==> src/rtl/cfg_regfile_pkg.sv <==
package cfg_regfile_pkg;
  localparam int DW   = 16;
  localparam int BW   = 8;
  localparam int IW   = 3;
  localparam int NCH  = 2;
  localparam int RAW  = 10;
  localparam int LAST_IDX = 6;

  localparam logic [IW-1:0] IX_CMDB  = 3'd0;
  localparam logic [IW-1:0] IX_GEN   = 3'd1;
  localparam logic [IW-1:0] IX_RALO  = 3'd2;
  localparam logic [IW-1:0] IX_RACFG = 3'd3;
  localparam logic [IW-1:0] IX_CTLB  = 3'd4;
  localparam logic [IW-1:0] IX_DTIM  = 3'd5;
  localparam logic [IW-1:0] IX_CTIM  = 3'd6;
  localparam logic [IW-1:0] IX_NONE  = 3'd7;

  // pointer field positions
  localparam int P_AUTO  = 7;
  localparam int P_WAIT  = 6;
  localparam int P_BURST = 5;
  localparam int P_DSEL  = 4;
  localparam int P_BANK  = 3;

  localparam logic [BW-1:0] PTR_RD_MASK = 8'hDF;
  localparam logic [BW-1:0] GEN_RD_MASK = 8'hFB;
endpackage

==> src/rtl/cfg_ptr.sv <==
module cfg_ptr import cfg_regfile_pkg::*; #(
  parameter logic [BW-1:0] PTR_DEF = 8'h50
) (
  input  logic          clk,
  input  logic          rst,
  input  logic          we,
  input  logic [BW-1:0] wbyte,
  input  logic          adv,
  output logic [BW-1:0] ptr_q
);
  logic [IW-1:0] idx_next;

  always_comb begin
    if (ptr_q[IW-1:0] == IW'(LAST_IDX)) idx_next = '0;
    else                                 idx_next = ptr_q[IW-1:0] + IW'(1);
  end

  always_ff @(posedge clk) begin
    if (rst)                    ptr_q <= PTR_DEF;
    else if (we)                ptr_q <= wbyte;
    else if (adv && ptr_q[P_AUTO]) ptr_q[IW-1:0] <= idx_next;
  end
endmodule

==> src/rtl/cfg_bank.sv <==
module cfg_bank import cfg_regfile_pkg::*; #(
  parameter logic [DW-1:0] CMD_DEF  = 16'h01F0,
  parameter logic [DW-1:0] CTL_DEF  = 16'h03F6,
  parameter logic [BW-1:0] GEN_DEF  = 8'h01,
  parameter logic [BW-1:0] DTIM_DEF = 8'hF5,
  parameter logic [BW-1:0] CTIM_DEF = 8'hDE
) (
  input  logic           clk,
  input  logic           rst,
  input  logic           we,
  input  logic           wide,
  input  logic [IW-1:0]  idx,
  input  logic [DW-1:0]  wdata,
  output logic [DW-1:0]  rd_word,
  output logic [DW-1:0]  cmd_base,
  output logic [DW-1:0]  ctl_base,
  output logic [BW-1:0]  gen_cfg,
  output logic [BW-1:0]  dtim,
  output logic [BW-1:0]  ctim,
  output logic [RAW-1:0] ra_count,
  output logic           ra_en,
  output logic           fifo_clr,
  output logic           mode4
);
  localparam int RA_HI = RAW - BW;

  // merged value for a 16-bit register: byte access keeps the high byte
  function automatic logic [DW-1:0] merge16(input logic [DW-1:0] old, input logic [DW-1:0] nw,
                                            input logic w);
    return w ? nw : {old[DW-1:BW], nw[BW-1:0]};
  endfunction

  always_ff @(posedge clk) begin
    if (rst) begin
      cmd_base <= CMD_DEF;
      ctl_base <= CTL_DEF;
      gen_cfg  <= GEN_DEF;
      dtim     <= DTIM_DEF;
      ctim     <= CTIM_DEF;
      ra_count <= '0;
      ra_en    <= 1'b0;
      mode4    <= 1'b0;
      fifo_clr <= 1'b0;
    end else begin
      fifo_clr <= we && (idx == IX_RACFG) && wdata[6];
      if (we) begin
        case (idx)
          IX_CMDB:  cmd_base <= merge16(cmd_base, wdata, wide);
          IX_CTLB:  ctl_base <= merge16(ctl_base, wdata, wide);
          IX_GEN:   gen_cfg  <= wdata[BW-1:0];
          IX_DTIM:  dtim     <= wdata[BW-1:0];
          IX_CTIM:  ctim     <= wdata[BW-1:0];
          IX_RALO:  ra_count[BW-1:0] <= wdata[BW-1:0];
          IX_RACFG: begin
            ra_count[RAW-1:BW] <= wdata[RA_HI-1:0];
            ra_en <= wdata[7];
            mode4 <= wdata[4];
          end
          default: ;
        endcase
      end
    end
  end

  always_comb begin
    case (idx)
      IX_CMDB: rd_word = cmd_base;
      IX_CTLB: rd_word = ctl_base;
      IX_GEN:  rd_word = {{(DW-BW){1'b0}}, gen_cfg & GEN_RD_MASK};
      IX_DTIM: rd_word = {{(DW-BW){1'b0}}, dtim};
      IX_CTIM: rd_word = {{(DW-BW){1'b0}}, ctim};
      default: rd_word = '0;
    endcase
  end
endmodule

==> src/rtl/cfg_regfile.sv <==
module cfg_regfile import cfg_regfile_pkg::*; #(
  parameter logic [BW-1:0] PTR_DEF  = 8'h50,
  parameter logic [BW-1:0] GEN_DEF  = 8'h01,
  parameter logic [BW-1:0] DTIM_DEF = 8'hF5,
  parameter logic [BW-1:0] CTIM_DEF = 8'hDE,
  parameter logic [DW-1:0] CMD_DEF0 = 16'h01F0,
  parameter logic [DW-1:0] CMD_DEF1 = 16'h0170,
  parameter logic [DW-1:0] CTL_DEF0 = 16'h03F6,
  parameter logic [DW-1:0] CTL_DEF1 = 16'h0376
) (
  input  logic                     clk,
  input  logic                     rst,
  input  logic                     wr_en,
  input  logic                     rd_en,
  input  logic                     port_sel,
  input  logic                     wide,
  input  logic [DW-1:0]            wdata,
  output logic [DW-1:0]            rdata,
  output logic                     wait_state_o,
  output logic                     burst_dis_o,
  output logic                     devsel_med_o,
  output logic [NCH-1:0][DW-1:0]   cmd_base_o,
  output logic [NCH-1:0][DW-1:0]   ctl_base_o,
  output logic [NCH-1:0][BW-1:0]   gen_cfg_o,
  output logic [NCH-1:0][BW-1:0]   dtim_o,
  output logic [NCH-1:0][BW-1:0]   ctim_o,
  output logic [NCH-1:0][RAW-1:0]  ra_count_o,
  output logic [NCH-1:0]           ra_en_o,
  output logic [NCH-1:0]           fifo_clr_o,
  output logic [NCH-1:0]           mode4_o
);
  logic [BW-1:0]          ptr_q;
  logic [IW-1:0]          idx;
  logic                   bank;
  logic                   idx_ok;
  logic                   data_hit;
  logic [NCH-1:0][DW-1:0] bank_rd;

  assign idx      = ptr_q[IW-1:0];
  assign bank     = ptr_q[P_BANK];
  assign idx_ok   = (idx != IX_NONE);
  assign data_hit = (wr_en || rd_en) && port_sel && idx_ok;

  assign wait_state_o = ptr_q[P_WAIT];
  assign burst_dis_o  = ptr_q[P_BURST];
  assign devsel_med_o = ptr_q[P_DSEL];

  cfg_ptr #(.PTR_DEF(PTR_DEF)) u_ptr (
    .clk   (clk),
    .rst   (rst),
    .we    (wr_en && !port_sel),
    .wbyte (wdata[BW-1:0]),
    .adv   (data_hit),
    .ptr_q (ptr_q)
  );

  for (genvar ch = 0; ch < NCH; ch++) begin : g_bank
    localparam logic [DW-1:0] CMD_D = (ch == 0) ? CMD_DEF0 : CMD_DEF1;
    localparam logic [DW-1:0] CTL_D = (ch == 0) ? CTL_DEF0 : CTL_DEF1;
    cfg_bank #(
      .CMD_DEF(CMD_D), .CTL_DEF(CTL_D), .GEN_DEF(GEN_DEF),
      .DTIM_DEF(DTIM_DEF), .CTIM_DEF(CTIM_DEF)
    ) u_bank (
      .clk      (clk),
      .rst      (rst),
      .we       (wr_en && port_sel && idx_ok && (bank == 1'(ch))),
      .wide     (wide),
      .idx      (idx),
      .wdata    (wdata),
      .rd_word  (bank_rd[ch]),
      .cmd_base (cmd_base_o[ch]),
      .ctl_base (ctl_base_o[ch]),
      .gen_cfg  (gen_cfg_o[ch]),
      .dtim     (dtim_o[ch]),
      .ctim     (ctim_o[ch]),
      .ra_count (ra_count_o[ch]),
      .ra_en    (ra_en_o[ch]),
      .fifo_clr (fifo_clr_o[ch]),
      .mode4    (mode4_o[ch])
    );
  end

  always_ff @(posedge clk) begin
    if (rst)
      rdata <= '0;
    else if (rd_en) begin
      if (!port_sel)   rdata <= {{(DW-BW){1'b0}}, ptr_q & PTR_RD_MASK};
      else if (idx_ok) rdata <= bank_rd[bank];
      else             rdata <= '0;
    end
  end
endmodule

==> config.mk <==
export PLATFORM = sky130hd
export DESIGN_NAME = cfg_regfile
export DESIGN_NICKNAME = d
export VERILOG_FILES = /design/src/rtl/cfg_regfile_pkg.sv /design/src/rtl/cfg_ptr.sv /design/src/rtl/cfg_bank.sv /design/src/rtl/cfg_regfile.sv
export SDC_FILE = /design/constraint.sdc
export NUM_CORES = 1
export LEC_CHECK = 0
export CORE_MARGIN = 2
export CORE_UTILIZATION = 45
export CTS_BUF_LIST = sky130_fd_sc_hd__clkbuf_4 sky130_fd_sc_hd__clkbuf_8 sky130_fd_sc_hd__clkbuf_16
export DETAILED_ROUTE_END_ITERATION = 10
export PLACE_DENSITY = 0.77
export SYNTH_ARGS = -nofsm -noshare
export SYNTH_HDL_FRONTEND = slang
export SYNTH_SLANG_ARGS = --single-unit
==> constraint.sdc <==
create_clock -name clk -period 1.9 [get_ports clk]
set_input_delay 0.38 -clock clk [delete_from_list [all_inputs] [get_ports clk]]
set_output_delay 0.38 -clock clk [all_outputs]
set_load 0.1 [all_outputs]
== Word-level counts from Yosys, hierarchy flattened ==
Cells that the tools add are included.
Storage, ports and cells
  word-level logic and storage cells: 80
  memories: 0
  flip-flop bits (word level): 162
  output and inout bits: 157
  latch bits: 0
  bits of input ports: 22
  ROM bits: 0
  RAM bits: 0
Cells by class
  $mul: 0
  bitwise gates (word level): 1
  reduce and logical (&&, ||, !) cells: 34
  add/sub/neg operators: 1
  order comparisons: 1
  mux-type cells: 9
  shifts and indexed selects: 0
  equal/unequal tests: 7
  div/mod/pow operators: 0
Operator list (number)
  $pmux 16 s5: 2
  $mux 16: 4
  $reduce_and 2->1: 14
  $logic_and 1x1->1: 12
  $reduce_and 3->1: 4
  $eq 3x3->1 const B: 3
  $mux 3: 3
  $eq 3x2->1 const B: 2
  $add 3x1->3 const B: 1
  $eq 3x1->1 const B: 1
  $logic_not 3->1: 1
  $ne 3x3->1 const B: 1
  $lt 1x2->1 const B: 1
  $reduce_bool 2->1: 1
  $logic_not 1->1: 1
  $logic_or 1x1->1: 1
  $not 1->1: 1

== Logic depth before layout (Yosys ltp) ==
  word-level depth: 6
  depth in mapped cells: 11
  depth with buffers taken out: 7

== By module ==
Synthesis repeated with hierarchy kept, for this count alone.
Unflattened totals
  cells, all modules: 807
  area, all modules: 7658.6 µm²
By module, submodules not included
  cfg_bank at g_bank[0].u_bank: area each 3209.3 µm², cells an instance 342, times used 1, sequential area each 1381.3 µm²
  cfg_bank at g_bank[1].u_bank: area each 3205.6 µm², cells an instance 342, times used 1, sequential area each 1381.3 µm²
  cfg_regfile: area each 848.3 µm², cells an instance 86, times used 1, sequential area each 320.3 µm²
  cfg_ptr: area each 395.4 µm², cells an instance 37, times used 1, sequential area each 160.2 µm²

== Worst setup path after synthesis ==
Ideal clock, no wire load.
  path kind: flip-flop to flip-flop
  start: register u_ptr.ptr_q[1]
  end: register g_bank[0].u_bank.ra_count[0]
  cell stages (with the launch flop): 10
  path slack: -0.116 ns
  clock period less this slack: 2.016 ns
  setup time: 0.128 ns
  path buffers: 2
  data required time: 1.772 ns
  arrival time: 1.888 ns
  path through: dfxtp_1 > buf_4 > inv_1 > nor2_1 > ha_1 > and4bb_2 > buf_4 > nand2_2 > mux2i_1 > nor2_1
On the way
  longest elaborated chain between the ends: 4
  elaborated cells on any way between the ends: 5
Ends and longest elaborated chain
  from (decl): RTL line cfg_ptr.sv:9  | output logic [BW-1:0] ptr_q
  from (signal assigned): RTL line cfg_ptr.sv:20  | else if (we) ptr_q <= wbyte;
  $ne 3x3->1: RTL line cfg_regfile.sv:41  | assign idx_ok = (idx != IX_NONE);
  $logic_and 1x1->1 (2 in series): RTL line cfg_regfile.sv:66  | .we (wr_en && port_sel && idx_ok && (bank == 1'(ch))),
  $reduce_and 2->1 (no source line) (*)
  to (signal, indexed assignment): RTL line cfg_bank.sv:53  | IX_RALO: ra_count[BW-1:0] <= wdata[BW-1:0];
  to (signal, indexed assignment): RTL line cfg_bank.sv:55  | ra_count[RAW-1:BW] <= wdata[RA_HI-1:0];
  to (decl): RTL line cfg_bank.sv:20  | output logic [RAW-1:0] ra_count,
Every way passes the cells marked *; elsewhere a longest branch is shown, timed or not.
A chain may end at the register's enable or synchronous reset.

== Worst setup path in the final report ==
  start: register u_ptr.ptr_q[0]
  end: register rdata[0]
On the way
  longest elaborated chain between the ends: 6
  elaborated cells on any way between the ends: 12
Ends and longest elaborated chain
  $eq 3x3->1 (tied with other cells): RTL line cfg_bank.sv:66  | case (idx)
  $pmux 16 s5: RTL line cfg_bank.sv:66
  $mux 16 (implied by the code) (2 in series): RTL line cfg_regfile.sv:88  | else if (idx_ok) rdata <= bank_rd[bank];
  $mux 16: RTL line cfg_regfile.sv:88
  $mux 16 (*): RTL line cfg_regfile.sv:87  | if (!port_sel) rdata <= {{(DW-BW){1'b0}}, ptr_q & PTR_RD_MASK};
  to (signal assigned): RTL line cfg_regfile.sv:87
  to (signal assigned): RTL line cfg_regfile.sv:88
  to (decl): RTL line cfg_regfile.sv:18  | output logic [DW-1:0] rdata,
Every way passes the cells marked *; elsewhere a longest branch is shown, timed or not. The select of a mux whose other input is x is not followed.

==> summary.md <==
| Metric | Value |
|---|---|
| Outcome | complete, no violations |
| Die area | 16990 µm² |
| Power per Cell Area | 751.1 nW/µm² |
| Crit Path Category | flop to flop |
| Max-cap viol count | 0 |
| Largest net degree at the start of global routing | 96 |
| Sequential share of the synthesized area | 45.16% |
| Syn_nets | 878 |
| Gr ovfl total | 0 |
| RSZ-0062 raised after global routing | yes |
| Initial core utilization | 45.71% |
| Worst EP required | 2.23 ns |
| Setup crit start | u_ptr.ptr_q[0]$_SDFFE_PP0P_ |
| Final Util | 70.09% |
| Post-CTS Setup Bufs | 0 |
| Clk slew on worst S/H paths | 0.07 ns |
| Final WS setup | 0.03242 ns |
| Design Area, Final | 11010 µm² |
| Sink Count | 162 |
| Filler cells | 1115 |
| Rel. slew slack | 65.13% |
| Post-Syn Area | 7182 µm² |
| Area Growth Syn to Fin | 53.35% |
| Non-filler cells, final | 1280 |
| Slowest cell on crit path | a221o_1 |
| R2R Setup Slk | 0.03 ns |
| Main synth FF type | dfxtp_1 |
| Yosys warnings | 0 |
| Crit end category | flop |
| Depth of the CTS H-tree | 4 |
| Fraction of layout cells with a size suffix above 1 | 28.38% |
| Total Power | 8.272 mW |
| Final setup fails | 0 |
| Post-route setup TNS | 0 ns |
| Critical-path cell list | buf_4 > buf_4 > mux4_2 > a221o_1 > a31o_1 |
| TritonCTS clock tree | built |
| DP HPWL | 17760 µm |
| Cell count after synthesis | 854 |
| Critical Path Start Type | flop |
| Most used cell, CP | buf_4 |
| Initial antenna violation count | 0 |
| Worst slack at placement | -0.1411 ns |
| Root Driver | clkbuf_16 |
| First-pass GRT wire length | 38330 µm |
| Via count | 7393 |
| Placed insts | 1248 |
| Drt pass-1 iters | 5 |
| Final #Nets | 1075 |
| VDD IR max | 0.0005994 V |
| Register area | 3246 µm² |
| Final RePlAce weighted congestion | 0.9160 |
| Max Clk Rate | 0.5355 GHz |
| Tcrit/Tclk final | 98.29% |
| Synthesized area per cell | 8.410 µm² |
| Total CTS buffers | 17 |
| Leakage power | 4.565 nW |
| Critical path depth | 5 |
| Worst setup endpoint | rdata[0]$_SDFFE_PP0P_ |
| DIE WIDTH | 130.3 µm |
| Residual DRC | 0 |
| Worst r2r dst | rdata[0]$_SDFFE_PP0P_ |
| Max FO, Critical Path | 22 |
| Row count | 46 |
| Minimum clock period | 1.868 ns |
| FF+latch count, synth | 162 |
| Area of the multi-input gates | 3552 µm² |
| CTS Buffer Depth | 2 |
| Min Hold Slack | 0.3493 ns |
| Port bufs | 178 |
| Critical R2R Launch | u_ptr.ptr_q[0]$_SDFFE_PP0P_ |
| Worst Hold Class | input port to flop |
| Crit path max-delay family | compound AO/OA/AOI/OAI gates |
| R2R depth | 5 |
| Later-pin clock latency in the skew report | 0.43 ns |
| Total global-route track usage | 29.39% |
| Slew Limit Fails | 0 |
| Wire per inst | 19.42 µm |
| Skew final | 0.007387 ns |
| DRT antenna net count | 0 |
| Diodes inserted | 0 |
| Post-synth EDFFs | 0 |
| Final wirelength | 24850 µm |
| Worst path max stage delay | 0.34 ns |
| I/O pin cnt | 179 |
| Final Hold Viols | 0 |
| Iteration-0 DRC Markers | 925 |
| Critical path arrival | 2.19 ns |
| Critical path buffer and inverter count | 2 |
| Vias in the first global route | 6921 |
| Async S/R FF share, synth | 0% |
| Vias/cell | 5.776 |
| Slew @ Worst Pin | 0.5207 ns |
| Synth unique cells | 55 |
| Die Y | 130.3 µm |
| Post-DP Area | 10390 µm² |
| Core region area | 15710 µm² |
==> kinds of logic (layout without fill, tap and decap cells) <==
logic type,Yosys count,after routing,synth area share (%)
fa+ha+maj,2,2,0.3484
mux,43,43,7.822
compound gates,146,146,12.37
simple gates,420,420,28.31
flops,162,162,45.16
buf+inv,81,291,5.993
==> final cells by class <==
type | count | share of cell area (%)
Multi-Input combinational cell | 611 | 32.25
Timing Repair Buffer | 252 | 30.24
Sequential cell | 162 | 29.47
Clock buffer | 18 | 3.931
Tap cell | 216 | 2.454
Clock inverter | 14 | 1.409
Inverter | 7 | 0.2386
==> repair_timing <==
| item | CTS | global route |
|---|---|---|
| pin swaps | 0 | 0 |
| gates resized for setup | 1 | 9 |
| hold buffers | 0 | 0 |
| setup endpoints to repair | 17 | 55 |
==> cell usage in the layout, fill, tap and decap left out, types with 20 or more instances in the layout <==
master           count
buf_12             111
nand3b_1            53
clkdlybuf4s50_1     20
nand2_1            227
mux2i_1             28
a21oi_1             98
nor2_1              28
buf_4              121
nand3_1             69
dfxtp_1            160
==> worst min-delay path by stage <==
stage / startpoint / to / depth (start not counted)
floorplan: g_bank[0].u_bank.mode4$_SDFFE_PP0N_ / g_bank[0].u_bank.mode4$_SDFFE_PP0N_ / 2
global placement: g_bank[1].u_bank.ra_count[8]$_SDFFE_PP0N_ / g_bank[1].u_bank.ra_count[8]$_SDFFE_PP0N_ / 2
detailed placement: g_bank[0].u_bank.ra_count[8]$_SDFFE_PP0N_ / g_bank[0].u_bank.ra_count[8]$_SDFFE_PP0N_ / 2
CTS: rst / g_bank[0].u_bank.cmd_base[0]$_SDFFE_PP0P_ / 2
global route: rst / rdata[8]$_SDFFE_PP0P_ / 2
finish: rst / g_bank[0].u_bank.cmd_base[0]$_SDFFE_PP0P_ / 2
==> layer usage <==
layer / GRT usage, % / share of wire (%) / vias to the layer above
li1: - / - / 3329
met1: 37.78 / 38 / 3501
met2: 47.92 / 48 / 479
met3: 6.683 / 10 / 84
met4: 12.20 / 3.8 / 0
met5: 0 / 0 / -
==> power breakdown <==
group | internal [mW] | total (mW) | switching (mW)
combinational | 0.477 | 1.31 | 0.835
sequential | 3.45 | 3.53 | 0.0730
clock | 1.96 | 3.43 | 1.47
==> worst register-to-register path, stage by stage, from the launching register on <==
cell and delay [ns]:
dfxtp_1 0.33, buf_4 0.28, buf_4 0.25, mux4_2 0.33, a221o_1 0.34, a31o_1 0.23
==> sequential cells by signal (all words and copies together), names as in the netlist <==
name	count
rdata	16
g_bank.u_bank.ra_count	20
g_bank.u_bank.cmd_base	32
g_bank.u_bank.mode4	2
g_bank.u_bank.ctim	16
g_bank.u_bank.fifo_clr	2
g_bank.u_bank.gen_cfg	16
g_bank.u_bank.dtim	16
g_bank.u_bank.ra_en	2
g_bank.u_bank.ctl_base	32
u_ptr.ptr_q	8
==> cells in the mapped netlist (all sizes together) (2+ instances only) <==
| library cell | count | area share (%) |
|---|---|---|
| a2111oi | 2 | 0.51 |
| a211oi | 4 | 0.42 |
| a21oi | 98 | 6.8 |
| a221o | 5 | 0.70 |
| a221oi | 2 | 0.24 |
| a22oi | 6 | 0.63 |
| a31o | 5 | 0.61 |
| and2 | 7 | 0.61 |
| and3 | 5 | 0.44 |
| and3b | 2 | 0.24 |
| and4b | 2 | 0.28 |
| and4bb | 2 | 0.35 |
| buf | 41 | 3.9 |
| clkbuf | 33 | 1.7 |
| dfxtp | 162 | 45 |
| ha | 2 | 0.35 |
| inv | 6 | 0.31 |
| mux2 | 5 | 0.78 |
| mux2i | 28 | 3.9 |
| mux4 | 10 | 3.1 |
| nand2 | 232 | 12 |
| nand2b | 6 | 0.56 |
| nand3 | 69 | 4.8 |
| nand3b | 53 | 5.5 |
| nor2 | 29 | 1.5 |
| nor2b | 2 | 0.17 |
| nor3 | 3 | 0.42 |
| nor3b | 4 | 0.71 |
| o211ai | 4 | 0.42 |
| o21ai | 6 | 0.42 |
| o221ai | 2 | 0.24 |
| o2bb2ai | 3 | 0.37 |
| or3b | 3 | 0.37 |
Power figures use the tool's default switching activity.
